## config.mk

```make
export PLATFORM = sky130hd
export DESIGN_NAME = stack_cpu_ctrl
export DESIGN_NICKNAME = d
export VERILOG_FILES = /design/src/rtl/sc_pkg.sv /design/src/rtl/sc_insn_class.sv /design/src/rtl/sc_reg_ports.sv /design/src/rtl/sc_exec_ctrl.sv /design/src/rtl/sc_flow_ctrl.sv /design/src/rtl/stack_cpu_ctrl.sv
export SDC_FILE = /design/constraint.sdc
export NUM_CORES = 1
export LEC_CHECK = 0
export CAP_MARGIN = 10
export CORE_AREA = 2 2 152 154
export DETAILED_ROUTE_END_ITERATION = 7
export DIE_AREA = 0 0 154 156
export GPL_TIMING_DRIVEN = 0
export PLACE_DENSITY = 0.57
export SYNTH_ARGS = -nofsm -noshare
export SYNTH_HDL_FRONTEND = slang
export SYNTH_SLANG_ARGS = --single-unit
```

## constraint.sdc

```tcl
create_clock -name vclk -period 1.9
set_input_delay 0.285 -clock vclk [all_inputs]
set_output_delay 0.285 -clock vclk [all_outputs]
set_load 0.05 [all_outputs]
```

## src/rtl/sc_pkg.sv

```systemverilog
// Shared definitions for the single-cycle control unit.
// Assumes 4-bit instruction codes. The values are fixed because the fetch
// stage and the assembler decode the same codes.
package sc_pkg;

    localparam logic [3:0] IC_IDLE  = 4'h0;
    localparam logic [3:0] IC_STOP  = 4'h1;
    localparam logic [3:0] IC_MOVRR = 4'h2;
    localparam logic [3:0] IC_MOVIR = 4'h3;
    localparam logic [3:0] IC_STORE = 4'h4;
    localparam logic [3:0] IC_LOAD  = 4'h5;
    localparam logic [3:0] IC_ARITH = 4'h6;
    localparam logic [3:0] IC_JUMP  = 4'h7;
    localparam logic [3:0] IC_CALL  = 4'h8;
    localparam logic [3:0] IC_RET   = 4'h9;
    localparam logic [3:0] IC_PUSH  = 4'hA;
    localparam logic [3:0] IC_POP   = 4'hB;

    // One flag per recognised instruction; at most one is set.
    typedef struct packed {
        logic movrr;
        logic movir;
        logic store;
        logic load;
        logic arith;
        logic jump;
        logic call;
        logic ret;
        logic push;
        logic pop;
    } insn_cls_t;

endpackage

```

## src/rtl/sc_insn_class.sv

```systemverilog
// Instruction classifier: turns the instruction code into one-hot class flags.
// Assumes nothing about the function code. Idle, stop and undefined codes
// give an all-zero class, and every consumer treats that as "no effect".
module sc_insn_class
    import sc_pkg::*;
(
    input  logic [3:0] code_in,
    output insn_cls_t  cls_out
);

    // Decode the instruction code into class flags.
    always_comb begin
        cls_out = '0;
        case (code_in)
            IC_MOVRR: cls_out.movrr = 1'b1;
            IC_MOVIR: cls_out.movir = 1'b1;
            IC_STORE: cls_out.store = 1'b1;
            IC_LOAD:  cls_out.load  = 1'b1;
            IC_ARITH: cls_out.arith = 1'b1;
            IC_JUMP:  cls_out.jump  = 1'b1;
            IC_CALL:  cls_out.call  = 1'b1;
            IC_RET:   cls_out.ret   = 1'b1;
            IC_PUSH:  cls_out.push  = 1'b1;
            IC_POP:   cls_out.pop   = 1'b1;
            default:  cls_out = '0;
        endcase
    end

endmodule

```

## src/rtl/sc_reg_ports.sv

```systemverilog
// Register-file port steering: picks the two read IDs and the two write IDs.
// Assumes the register file ignores NO_REG on any port. Pop uses both
// write ports at once (stack pointer on E, loaded value on M).
module sc_reg_ports
    import sc_pkg::*;
#(
    parameter int RID_W  = 4,
    parameter int SP_ID  = 4,
    parameter int NO_REG = 8
) (
    input  insn_cls_t        cls,
    input  logic [RID_W-1:0] ra_fld,
    input  logic [RID_W-1:0] rb_fld,
    output logic [RID_W-1:0] src_a,
    output logic [RID_W-1:0] src_b,
    output logic [RID_W-1:0] dst_e,
    output logic [RID_W-1:0] dst_m
);

    localparam logic [RID_W-1:0] SP_V   = RID_W'(SP_ID);
    localparam logic [RID_W-1:0] NONE_V = RID_W'(NO_REG);

    logic stack_user;

    // Instructions that read and update the stack pointer.
    always_comb stack_user = cls.call | cls.ret | cls.push | cls.pop;

    // Read port A: first field, stack pointer, or none.
    always_comb begin
        if (cls.movrr | cls.store | cls.arith | cls.push)
            src_a = ra_fld;
        else if (cls.ret | cls.pop)
            src_a = SP_V;
        else
            src_a = NONE_V;
    end

    // Read port B: second field, stack pointer, or none.
    always_comb begin
        if (cls.arith | cls.store | cls.load)
            src_b = rb_fld;
        else if (stack_user)
            src_b = SP_V;
        else
            src_b = NONE_V;
    end

    // Write port E: receives the ALU result.
    always_comb begin
        if (cls.movrr | cls.movir | cls.arith)
            dst_e = rb_fld;
        else if (stack_user)
            dst_e = SP_V;
        else
            dst_e = NONE_V;
    end

    // Write port M: receives the memory read value.
    always_comb begin
        if (cls.load | cls.pop)
            dst_m = ra_fld;
        else
            dst_m = NONE_V;
    end

endmodule

```

## src/rtl/sc_exec_ctrl.sv

```systemverilog
// Execute-stage steering: ALU operands, ALU function and condition-code load.
// Assumes the ALU treats function 0 as add. Stack instructions add a signed
// step constant to the stack pointer arriving on operand B.
module sc_exec_ctrl
    import sc_pkg::*;
#(
    parameter int WORD_W = 32,
    parameter int FN_W   = 4,
    parameter int STEP   = 4
) (
    input  insn_cls_t         cls,
    input  logic [FN_W-1:0]   fn_fld,
    input  logic [WORD_W-1:0] cval,
    input  logic [WORD_W-1:0] aval,
    input  logic [WORD_W-1:0] bval,
    output logic [WORD_W-1:0] opnd_a,
    output logic [WORD_W-1:0] opnd_b,
    output logic [FN_W-1:0]   fn_sel,
    output logic              cc_en
);

    localparam logic [WORD_W-1:0] STEP_UP = WORD_W'(STEP);
    localparam logic [WORD_W-1:0] STEP_DN = {WORD_W{1'b0}} - STEP_UP;

    // Operand A: register value, constant, or stack step.
    always_comb begin
        if (cls.movrr | cls.arith)
            opnd_a = aval;
        else if (cls.movir | cls.store | cls.load)
            opnd_a = cval;
        else if (cls.call | cls.push)
            opnd_a = STEP_DN;
        else if (cls.ret | cls.pop)
            opnd_a = STEP_UP;
        else
            opnd_a = '0;
    end

    // Operand B: zero for the plain moves so that A passes through.
    always_comb opnd_b = (cls.movrr | cls.movir) ? '0 : bval;

    // The ALU function follows the code only for arithmetic; all others add.
    always_comb fn_sel = cls.arith ? fn_fld : '0;

    // Only arithmetic updates the condition codes.
    always_comb cc_en = cls.arith;

endmodule

```

## src/rtl/sc_flow_ctrl.sv

```systemverilog
// Memory and PC steering: data-memory controls and the next-PC choice.
// Assumes a single data port, so a read and a write never share a cycle.
// The branch decision is only consulted for jumps.
module sc_flow_ctrl
    import sc_pkg::*;
#(
    parameter int WORD_W = 32
) (
    input  insn_cls_t         cls,
    input  logic [WORD_W-1:0] cval,
    input  logic [WORD_W-1:0] pval,
    input  logic [WORD_W-1:0] aval,
    input  logic [WORD_W-1:0] eval_in,
    input  logic [WORD_W-1:0] mval,
    input  logic              br_ok,
    output logic              rd_en,
    output logic              wr_en,
    output logic [WORD_W-1:0] addr,
    output logic [WORD_W-1:0] wdata,
    output logic [WORD_W-1:0] pc_nxt
);

    // Read for loads and stack pops (pop and return).
    always_comb rd_en = cls.load | cls.pop | cls.ret;

    // Write for stores and stack pushes (push and call).
    always_comb wr_en = cls.store | cls.push | cls.call;

    // Address: ALU result for computed or decremented addresses, old SP for pops.
    always_comb begin
        if (cls.store | cls.load | cls.push | cls.call)
            addr = eval_in;
        else if (cls.pop | cls.ret)
            addr = aval;
        else
            addr = '0;
    end

    // Write data: the return address for call, register A otherwise.
    always_comb wdata = cls.call ? pval : aval;

    // Next PC: target, return address, or the sequential address.
    always_comb begin
        if (cls.call || (cls.jump && br_ok))
            pc_nxt = cval;
        else if (cls.ret)
            pc_nxt = mval;
        else
            pc_nxt = pval;
    end

endmodule

```

## src/rtl/stack_cpu_ctrl.sv

```systemverilog
// Top of the single-cycle control unit. It is purely combinational: the
// outputs follow the inputs within the same cycle. Assumes the fetch stage
// has already split the instruction into its fields. The register file,
// ALU, condition codes and memories sit outside.
module stack_cpu_ctrl
    import sc_pkg::*;
#(
    parameter int WORD_W = 32,
    parameter int RID_W  = 4,
    parameter int FN_W   = 4,
    parameter int SP_ID  = 4,
    parameter int NO_REG = 8,
    parameter int STEP   = 4
) (
    input  logic [3:0]        i_code,
    input  logic [FN_W-1:0]   fn_code,
    input  logic [RID_W-1:0]  ra_id,
    input  logic [RID_W-1:0]  rb_id,
    input  logic [WORD_W-1:0] const_word,
    input  logic [WORD_W-1:0] seq_pc,
    input  logic [WORD_W-1:0] reg_a_val,
    input  logic [WORD_W-1:0] reg_b_val,
    input  logic [WORD_W-1:0] alu_result,
    input  logic [WORD_W-1:0] mem_rd_val,
    input  logic              take_branch,
    output logic [RID_W-1:0]  rd_addr_a,
    output logic [RID_W-1:0]  rd_addr_b,
    output logic [RID_W-1:0]  wr_addr_e,
    output logic [RID_W-1:0]  wr_addr_m,
    output logic [WORD_W-1:0] alu_in_a,
    output logic [WORD_W-1:0] alu_in_b,
    output logic [FN_W-1:0]   alu_fn,
    output logic              cc_load,
    output logic              mem_rd_en,
    output logic              mem_wr_en,
    output logic [WORD_W-1:0] mem_addr,
    output logic [WORD_W-1:0] mem_wdata,
    output logic [WORD_W-1:0] next_pc
);

    insn_cls_t cls;

    sc_insn_class u_class (
        .code_in (i_code),
        .cls_out (cls)
    );

    sc_reg_ports #(
        .RID_W  (RID_W),
        .SP_ID  (SP_ID),
        .NO_REG (NO_REG)
    ) u_regs (
        .cls    (cls),
        .ra_fld (ra_id),
        .rb_fld (rb_id),
        .src_a  (rd_addr_a),
        .src_b  (rd_addr_b),
        .dst_e  (wr_addr_e),
        .dst_m  (wr_addr_m)
    );

    sc_exec_ctrl #(
        .WORD_W (WORD_W),
        .FN_W   (FN_W),
        .STEP   (STEP)
    ) u_exec (
        .cls    (cls),
        .fn_fld (fn_code),
        .cval   (const_word),
        .aval   (reg_a_val),
        .bval   (reg_b_val),
        .opnd_a (alu_in_a),
        .opnd_b (alu_in_b),
        .fn_sel (alu_fn),
        .cc_en  (cc_load)
    );

    sc_flow_ctrl #(
        .WORD_W (WORD_W)
    ) u_flow (
        .cls     (cls),
        .cval    (const_word),
        .pval    (seq_pc),
        .aval    (reg_a_val),
        .eval_in (alu_result),
        .mval    (mem_rd_val),
        .br_ok   (take_branch),
        .rd_en   (mem_rd_en),
        .wr_en   (mem_wr_en),
        .addr    (mem_addr),
        .wdata   (mem_wdata),
        .pc_nxt  (next_pc)
    );

endmodule

```

==> results, run 1 <==
- The endpoint of the worst hold path is alu_in_a[1].
- The number of antenna violations at the first check in global routing is 0.
- The clock tree buffer count of the final layout is 0.
- The min-delay analysis places its worst path in the category input port to output port.
- The simple-gate portion of the synthesized area is 0.172.
- STA classifies the critical path endpoint as an output port.
- The arrival time at the worst endpoint is 1860 ps.
- After layout, the design draws a total of 3180 uW.
- The setup slack of the critical path after layout is -243 ps.
- The total core area is 22,400 um^2.
- The total overflow left after global routing is 0.
- Setup repair after global routing could not meet its margin everywhere.
- For the pin with the worst max-slew slack, the measured transition is 500 ps.
- The number of cell rows is 55.
- The congestion estimate from routability-driven global placement came to 0.769.
- The maximum vdd ir drop is 0.000152 V.
- Max-cap violations in this run came to 0.
- In the post-synthesis netlist, the biggest area contributors are sky130_fd_sc_hd__mux2_2 (26%), sky130_fd_sc_hd__mux2_4 (17%), sky130_fd_sc_hd__o221a_2 (12%).
- In the finished design, the share of the clock period the worst path needs comes to 1.13.
- The number of max-slew violations in the final report is 0.
- The mapped netlist covers 2670 um^2.
- Sequential cells placed in the final layout were counted as 0.
- Detailed routing inserted a total of 4,322 vias.
- The post-route cell area is 8670 um^2.
- The portion of synthesized area spent on multiplexers is 0.447.
- The number of distinct standard cells referenced by the synthesized netlist is 31.
- The detailed router finished its first iteration with 125 violations.
- The floorplan die height is 156 um.
- Across every metal layer, demand over resource in global routing totals 0.153.
- The number of filler instances in the final layout is 2,242.
- For met2 alone, demand over resource in global routing was 0.298.
- The total count of hold-check failures in the final report is 0.
- The number of remaining DRC errors is 0.
- STA classifies the critical path startpoint as an input port.
- Entering global routing, the biggest net connects 11 pins.
- The xor-xnor portion of the synthesized cell area is 0.
- The net count of the mapped netlist is 505.
- Of the cells placed in the final design, the portion with a size suffix greater than 1 is 0.601.
- The placed instances occupy a cell area of 7170 um^2.
- Setup violations remaining at the end of the flow were counted as 97.
- The largest family of logic cells by synthesized area is multiplexers.
- The number of warnings printed during yosys synthesis is 0.
- The startpoint of the worst hold path is i_code[3].
- The top cell types in the final layout, fill and taps aside, are sky130_fd_sc_hd__clkdlybuf4s50_1 (205), sky130_fd_sc_hd__mux2_4 (88), sky130_fd_sc_hd__buf_6 (71), sky130_fd_sc_hd__buf_8 (68), sky130_fd_sc_hd__nor2b_1 (35).
- The sum of net half-perimeters after detailed placement is 16.1 mm.
- The maximum fanout along the worst path is 6.
- The via count of the first global-routing pass is 4,453.
- The routed wire length is 21.5 mm.
- The library cell used most frequently in the layout, excluding fill and tap cells, is sky130_fd_sc_hd__clkdlybuf4s50_1.
- The portion of synthesized cell area occupied by the leading cell type is 0.261.
- The relative area change from synthesis to final layout is 224%.
- The minimum clock period is 2140 ps.
- The count of buffers from port buffering is 388.
- The global routing usage on met3 is 0.0272.
- The maximum clock frequency is 0.467 GHz.
- For this design the static power due to leakage is 0.00383 uW.
- The first global-routing pass estimated 28.2 mm of wire.
- In this run the count of I/O pins placed on the die edge is 392.
- The cell count after synthesis came out at 296.
- The met1 demand-to-capacity share in global routing is 0.180.
- Of the total synthesized cell area, the portion taken by full adders, half adders and majority gates is 0.
- In the final routed layout, each cell accounts on average for 21.3 um.
- The area of all sequential standard cells is 0 um^2.
- The die span in x is 154 um.
- The effective utilization at floorplan is 0.119.
- The number of nets in the finished design is 937.
- The endpoint required time on the critical path is 1620 ps.
- The count of nets left with antenna violations after detail routing is 0.
- The number of antenna diodes in the final layout is 0.
- The fraction of the mapped netlist area in compound gates came to 0.292.
- The power per standard cell area is 367 nW/um^2.
- The share of the Yosys chip area taken by registers is 0.
- The checks that failed: negative setup slack.
- The layer flagged by global routing as most heavily used is met2.
- The number of iterations in the first detailed-routing pass is 4.
- The worst slew margin relative to its limit is 0.668.
- The dominant cell type by area after synthesis is sky130_fd_sc_hd__mux2_2.
- Averaged over all synthesized cells, the footprint is 9.02 um^2.
- The worst hold path was traced through 4 stages.
- The detailed-route vias per instance is 4.27.
- The full die area is 24,000 um^2.
- The setup path with the least slack is of type input port to output port.
- The run finished, with violations left.
## layer usage
| metal | routed length [um] | vias to the layer above |
|---|---|---|
| met5 | 0 | - |
| met4 | 197 | 0 |
| met3 | 1370 | 12 |
| met2 | 11100 | 246 |
| met1 | 8850 | 2044 |
| li1 | - | 2020 |
## kinds of logic (layout without fill, tap and decap cells)
| family | after synthesis | in the layout |
|---|---|---|
| buffers and inverters | 42 | 472 |
| AND/OR/NAND/NOR | 74 | 74 |
| multiplexers | 96 | 96 |
| AO/OA/AOI/OAI | 84 | 84 |
## how the worst max path moves through the flow
stage,slack (ps),start,cells past startpoint,end
floorplan,-120,i_code[3],5,alu_fn[0]
global placement,-1250,i_code[3],7,alu_in_a[21]
detailed placement,-1240,i_code[3],7,alu_in_a[21]
CTS,-290,i_code[1],8,next_pc[12]
global route,-290,i_code[1],8,next_pc[24]
finish,-240,i_code[1],8,next_pc[20]
## area by class of cell
type,instances,area (um^2),area share
Multi-Input combinational cell,254,3080,0.355
Tap cell,285,357,0.0411
Buffer,36,531,0.0612
Timing Repair Buffer,431,4690,0.541
Inverter,5,18.8,0.00217
## through the flow
stage	cells	setup slack, ps	hold slack [ps]	util	setup TNS (ps)
6_report	1011	-243	1070	0.388	-10120
5_1_grt	1011	-293	1100	0.388	-15870
2_1_floorplan	296	-121	742	-	-1260
4_1_cts	993	-288	1090	0.345	-11140
3_5_place_dp	969	-1240	1610	0.320	-147180
3_3_place_gp	969	-1250	1620	0.320	-147360
## synth_stat cells
cell,instances
sky130_fd_sc_hd__nor4b_4,1
sky130_fd_sc_hd__nand2b_1,4
sky130_fd_sc_hd__a22o_1,32
sky130_fd_sc_hd__a221oi_2,1
sky130_fd_sc_hd__and3b_1,3
sky130_fd_sc_hd__o21ai_0,3
sky130_fd_sc_hd__buf_6,3
sky130_fd_sc_hd__nor3_1,2
sky130_fd_sc_hd__o221a_2,29
sky130_fd_sc_hd__inv_1,5
sky130_fd_sc_hd__nand2_1,3
sky130_fd_sc_hd__a32oi_1,1
sky130_fd_sc_hd__and2_1,12
sky130_fd_sc_hd__nor2b_1,37
sky130_fd_sc_hd__buf_4,10
sky130_fd_sc_hd__a21o_1,4
sky130_fd_sc_hd__a21oi_1,8
sky130_fd_sc_hd__a211oi_1,1
sky130_fd_sc_hd__a31oi_1,1
sky130_fd_sc_hd__clkbuf_2,2
sky130_fd_sc_hd__mux2_2,62
sky130_fd_sc_hd__mux2_4,30
sky130_fd_sc_hd__or2_2,1
sky130_fd_sc_hd__nor4bb_1,1
sky130_fd_sc_hd__clkbuf_1,8
sky130_fd_sc_hd__nor2_1,9
sky130_fd_sc_hd__nor3b_1,1
sky130_fd_sc_hd__buf_2,14
sky130_fd_sc_hd__mux2_1,4
sky130_fd_sc_hd__o21a_1,3
sky130_fd_sc_hd__a41oi_4,1
## worst max-delay path, stage by stage
cell	delay (ps)
sky130_fd_sc_hd__buf_12	110
sky130_fd_sc_hd__nor4bb_4	290
sky130_fd_sc_hd__buf_6	170
sky130_fd_sc_hd__buf_12	130
sky130_fd_sc_hd__clkbuf_16	150
sky130_fd_sc_hd__mux2_4	290
sky130_fd_sc_hd__mux2_4	270
sky130_fd_sc_hd__buf_8	150
## power breakdown
part | internal [uW] | switching (uW) | leakage [uW]
clock network | 0 | 0 | 0
logic | 1500 | 1680 | 0.00383
registers | 0 | 0 | 0
total | 1500 | 1680 | 0.00383
## what timing repair did
item,CTS,global route
buffers inserted,19,12
pin swaps,5,7
hold buffers,0,0
endpoints found under the hold margin,0,0
endpoints found under the setup margin,183,151
resized for setup,1009,283
gates cloned,5,10
No activity file was read; power rests on OpenSTA's default activity.
==> run 2: changes to the inputs <==
Settings changed: CORE_AREA 2 2 152 154 to 2 2 151 153, DIE_AREA 0 0 154 156 to 0 0 153 155, PLACE_DENSITY 0.57 to 0.56, SLEW_MARGIN from default to 40.
Clock period 1.9 ns to 2.3 ns, I/O delays scaled along.
==> run 2 against run 1 <==
  * Critical path type unchanged
  * Clock-buffer cell count stayed put
  * Non-clock buffer count down 21
  * Largest cell class unchanged
  * Largest power group unchanged
  * Critical path depth up 1
  * Hold slack better by 350 ps
  * Via count down 3.8%
  * Flip-flop and latch count unchanged
  * Routed wire length fell by 7.7%
  * Power down 31%
  * The flow still finishes with violations (negative setup slack)
  * Cell count shrank 2.1%
  * Worst setup slack gained 180 ps
  * First-iteration DRC count rose by 23%
  * Core utilization decreased by 5.8 points
==> results, run 2 (synthesized netlist as in run 1, its figures left out) <==
- The run finished, with violations left.
- The final reports fail on negative setup slack.
- The met1 demand-to-capacity share in global routing was 0.190 (+0.00990).
- The cell depth of the worst min-delay path was 4 (unchanged).
- The sum of internal, switching and leakage power came to 2200 uW (-31%).
- The floorplan die height was 155 um (-0.64%).
- The actual slew at the worst max-slew pin is 531 ps (+31.1 ps).
- The sum of net half-perimeters after detailed placement is 15.9 mm (-1.1%).
- The total core area is 22,200 um^2 (-0.62%).
- The via count of the first global-routing pass is 4,247 (-4.6%).
- In the layout the commonest cells are sky130_fd_sc_hd__clkdlybuf4s50_1 (210), sky130_fd_sc_hd__mux2_4 (51), sky130_fd_sc_hd__mux2_2 (45), sky130_fd_sc_hd__dlygate4sd2_1 (45), sky130_fd_sc_hd__clkdlybuf4s15_2 (44).
- The global route total overflow is 0 (unchanged).
- The utilization after layout is 0.330 (-0.0575).
- The worst setup path is captured at an output port.
- The number of iterations in the first detailed-routing pass came to 4 (unchanged).
- The total count of hold-check failures in the final report was 0 (unchanged).
- Leaving out fill and tap cells, the most frequent cell in the layout is sky130_fd_sc_hd__clkdlybuf4s50_1.
- The standby leakage power is 0.00323 uW (-16%).
- The critical path startpoint category is an input port.
- The area used by multi-input combinational logic is 2570 um^2 (-16%).
- The total of max-cap violations was 0 (unchanged).
- The area of all sequential standard cells is 0 um^2 (unchanged).
- After layout, the minimum clock period comes to 2360 ps.
- The maximum fanout along the worst path is 8 (+2).
- The power per standard cell area is 300 nW/um^2 (-18%).
- The global-route layer with the greatest usage is met2.
- The placer congestion estimate is 0.764 (-0.70%).
- The total inserted antenna cells came to 0 (unchanged).
- The met2 routing resource usage after global routing is 0.279 (-0.0186).
- The effective utilization at floorplan is 0.120 (+0.000740).
- The endpoint required time on the critical path is 1960 ps (+340 ps).
- The detailed-route vias per instance is 4.20 (-1.8%).
- The number of filler instances in the final layout came to 2,375 (+5.9%).
- The count of buffers from port buffering was 388 (unchanged).
- Derived from the worst setup path, the maximum achievable clock frequency is 0.423 GHz.
- The number of max-slew violations in the final report is 0 (unchanged).
- The global routing usage summed across all routing layers is 0.152 (-0.00127).
- The path with the worst hold slack has its endpoint at rd_addr_b[2].
- The number of ports placed on the die boundary is 392 (unchanged).
- The maximum vdd ir drop is 0.000105 V (-31%).
- The count of sequential standard cells came to 0 (unchanged).
- The die span in x is 153 um (-0.65%).
- The count of nets left with antenna violations after detail routing came to 0 (unchanged).
- The total vias in the final route is 4,156 (-3.8%).
- Setup repair after global routing could not meet its margin everywhere.
- The number of nets in the finished design came to 916 (-2.2%).
- The setup slack of the critical path after layout came to -62.0 ps (+181 ps).
- By startpoint and endpoint, the worst setup path is classified as input port to output port.
- The first-pass GRT wire length was 27.9 mm (-0.86%).
- The clock tree buffer count of the final layout is 0 (unchanged).
- The global routing usage on met3 is 0.0273 (+0.0000758).
- The relative area change from synthesis to final layout is 175%.
- The full die area is 23,700 um^2 (-1.3%).
- The arrival time at the worst endpoint came to 2020 ps (+160 ps).
- The routed wire length per instance is 20.0 um (-5.8%).
- The tightest min-delay check is of the input port to output port type.
- The maximum number of pins on one net before global-route repair is 11 (unchanged).
- The worst hold path begins at i_code[2].
- The count of endpoints failing setup in the final report was 21 (-78%).
- The routed wire length was 19.8 mm (-7.7%).
- The number of remaining DRC errors came to 0 (unchanged).
- The share of layout cells above drive strength 1 came to 0.457 (-0.144).
- The number of cell rows is 55 (unchanged).
- The final cycle utilization of the critical path is 1.03.
- The worst slew margin relative to its limit is 0.647 (-0.0206).
- The number of antenna violations at the first check in global routing was 0 (unchanged).
- The count of routing violations after the opening detailed-route iteration is 154 (+23%).
## run 2: cell types whose count changed in the layout (fill, tap and decap cells not counted), sizes merged
cell / change
clkdlybuf4s50: +5
clkdlybuf4s18: +1
clkdlybuf4s15: +32
dlygate4sd2: +41
clkbuf: -26
buf: -74
## run 2: cell type report
type	instances	area share
plain buffers	36	0.0461
inverters	5	0.00256
multi-input cells	254	0.351
well taps	285	0.0486
repair buffers	410	0.552
## run 2: metal layers
metal,vias to the layer above,routed length [um]
li1,1972,-
met1,1955,8270
met2,215,10000
met3,14,1300
met4,0,252
met5,-,0
## run 2: worst max-delay path, cell delays in order
cell,delay (ps)
sky130_fd_sc_hd__buf_12,120
sky130_fd_sc_hd__nor4bb_2,270
sky130_fd_sc_hd__buf_4,170
sky130_fd_sc_hd__buf_6,90
sky130_fd_sc_hd__buf_12,130
sky130_fd_sc_hd__buf_12,130
sky130_fd_sc_hd__mux2_2,330
sky130_fd_sc_hd__mux2_4,270
sky130_fd_sc_hd__buf_6,150
## run 2: how the worst max path moves through the flow
stage	start	to	slack, ps	cells past startpoint
floorplan	i_code[1]	alu_fn[0]	-140	5
global placement	i_code[3]	alu_in_a[21]	-940	7
detailed placement	i_code[3]	alu_in_a[21]	-940	7
CTS	i_code[2]	next_pc[25]	-160	10
global route	i_code[1]	next_pc[13]	-110	9
finish	i_code[1]	next_pc[20]	-60	9
## run 2: stage by stage
step	instances	hold WS [ps]	setup slack, ps	TNS [ps]	cell area (um^2)
3_3_place_gp	969	1790	-941	-114330	6920
5_1_grt	990	1440	-113	-1910	7340
2_1_floorplan	296	914	-136	-668	2680
6_report	990	1420	-62.0	-636	7340
3_5_place_dp	969	1790	-940	-115880	6920
4_1_cts	988	1420	-158	-2720	7360
## run 2: report_power, final
| part | leakage, uW | total, uW | internal (uW) | switching [uW] |
|---|---|---|---|---|
| sequential | 0 | 0 | 0 | 0 |
| combinational | 0.00323 | 2200 | 934 | 1270 |
| clock | 0 | 0 | 0 | 0 |
| total | 0.00323 | 2200 | 934 | 1270 |
## run 2: what timing repair did
item,4_1_cts,5_1_grt
gates cloned,2,0
setup endpoints to repair,183,96
resized for setup,626,134
pin swaps,3,2
endpoints found under the hold margin,0,0
hold buffers,0,0
setup buffers,17,3
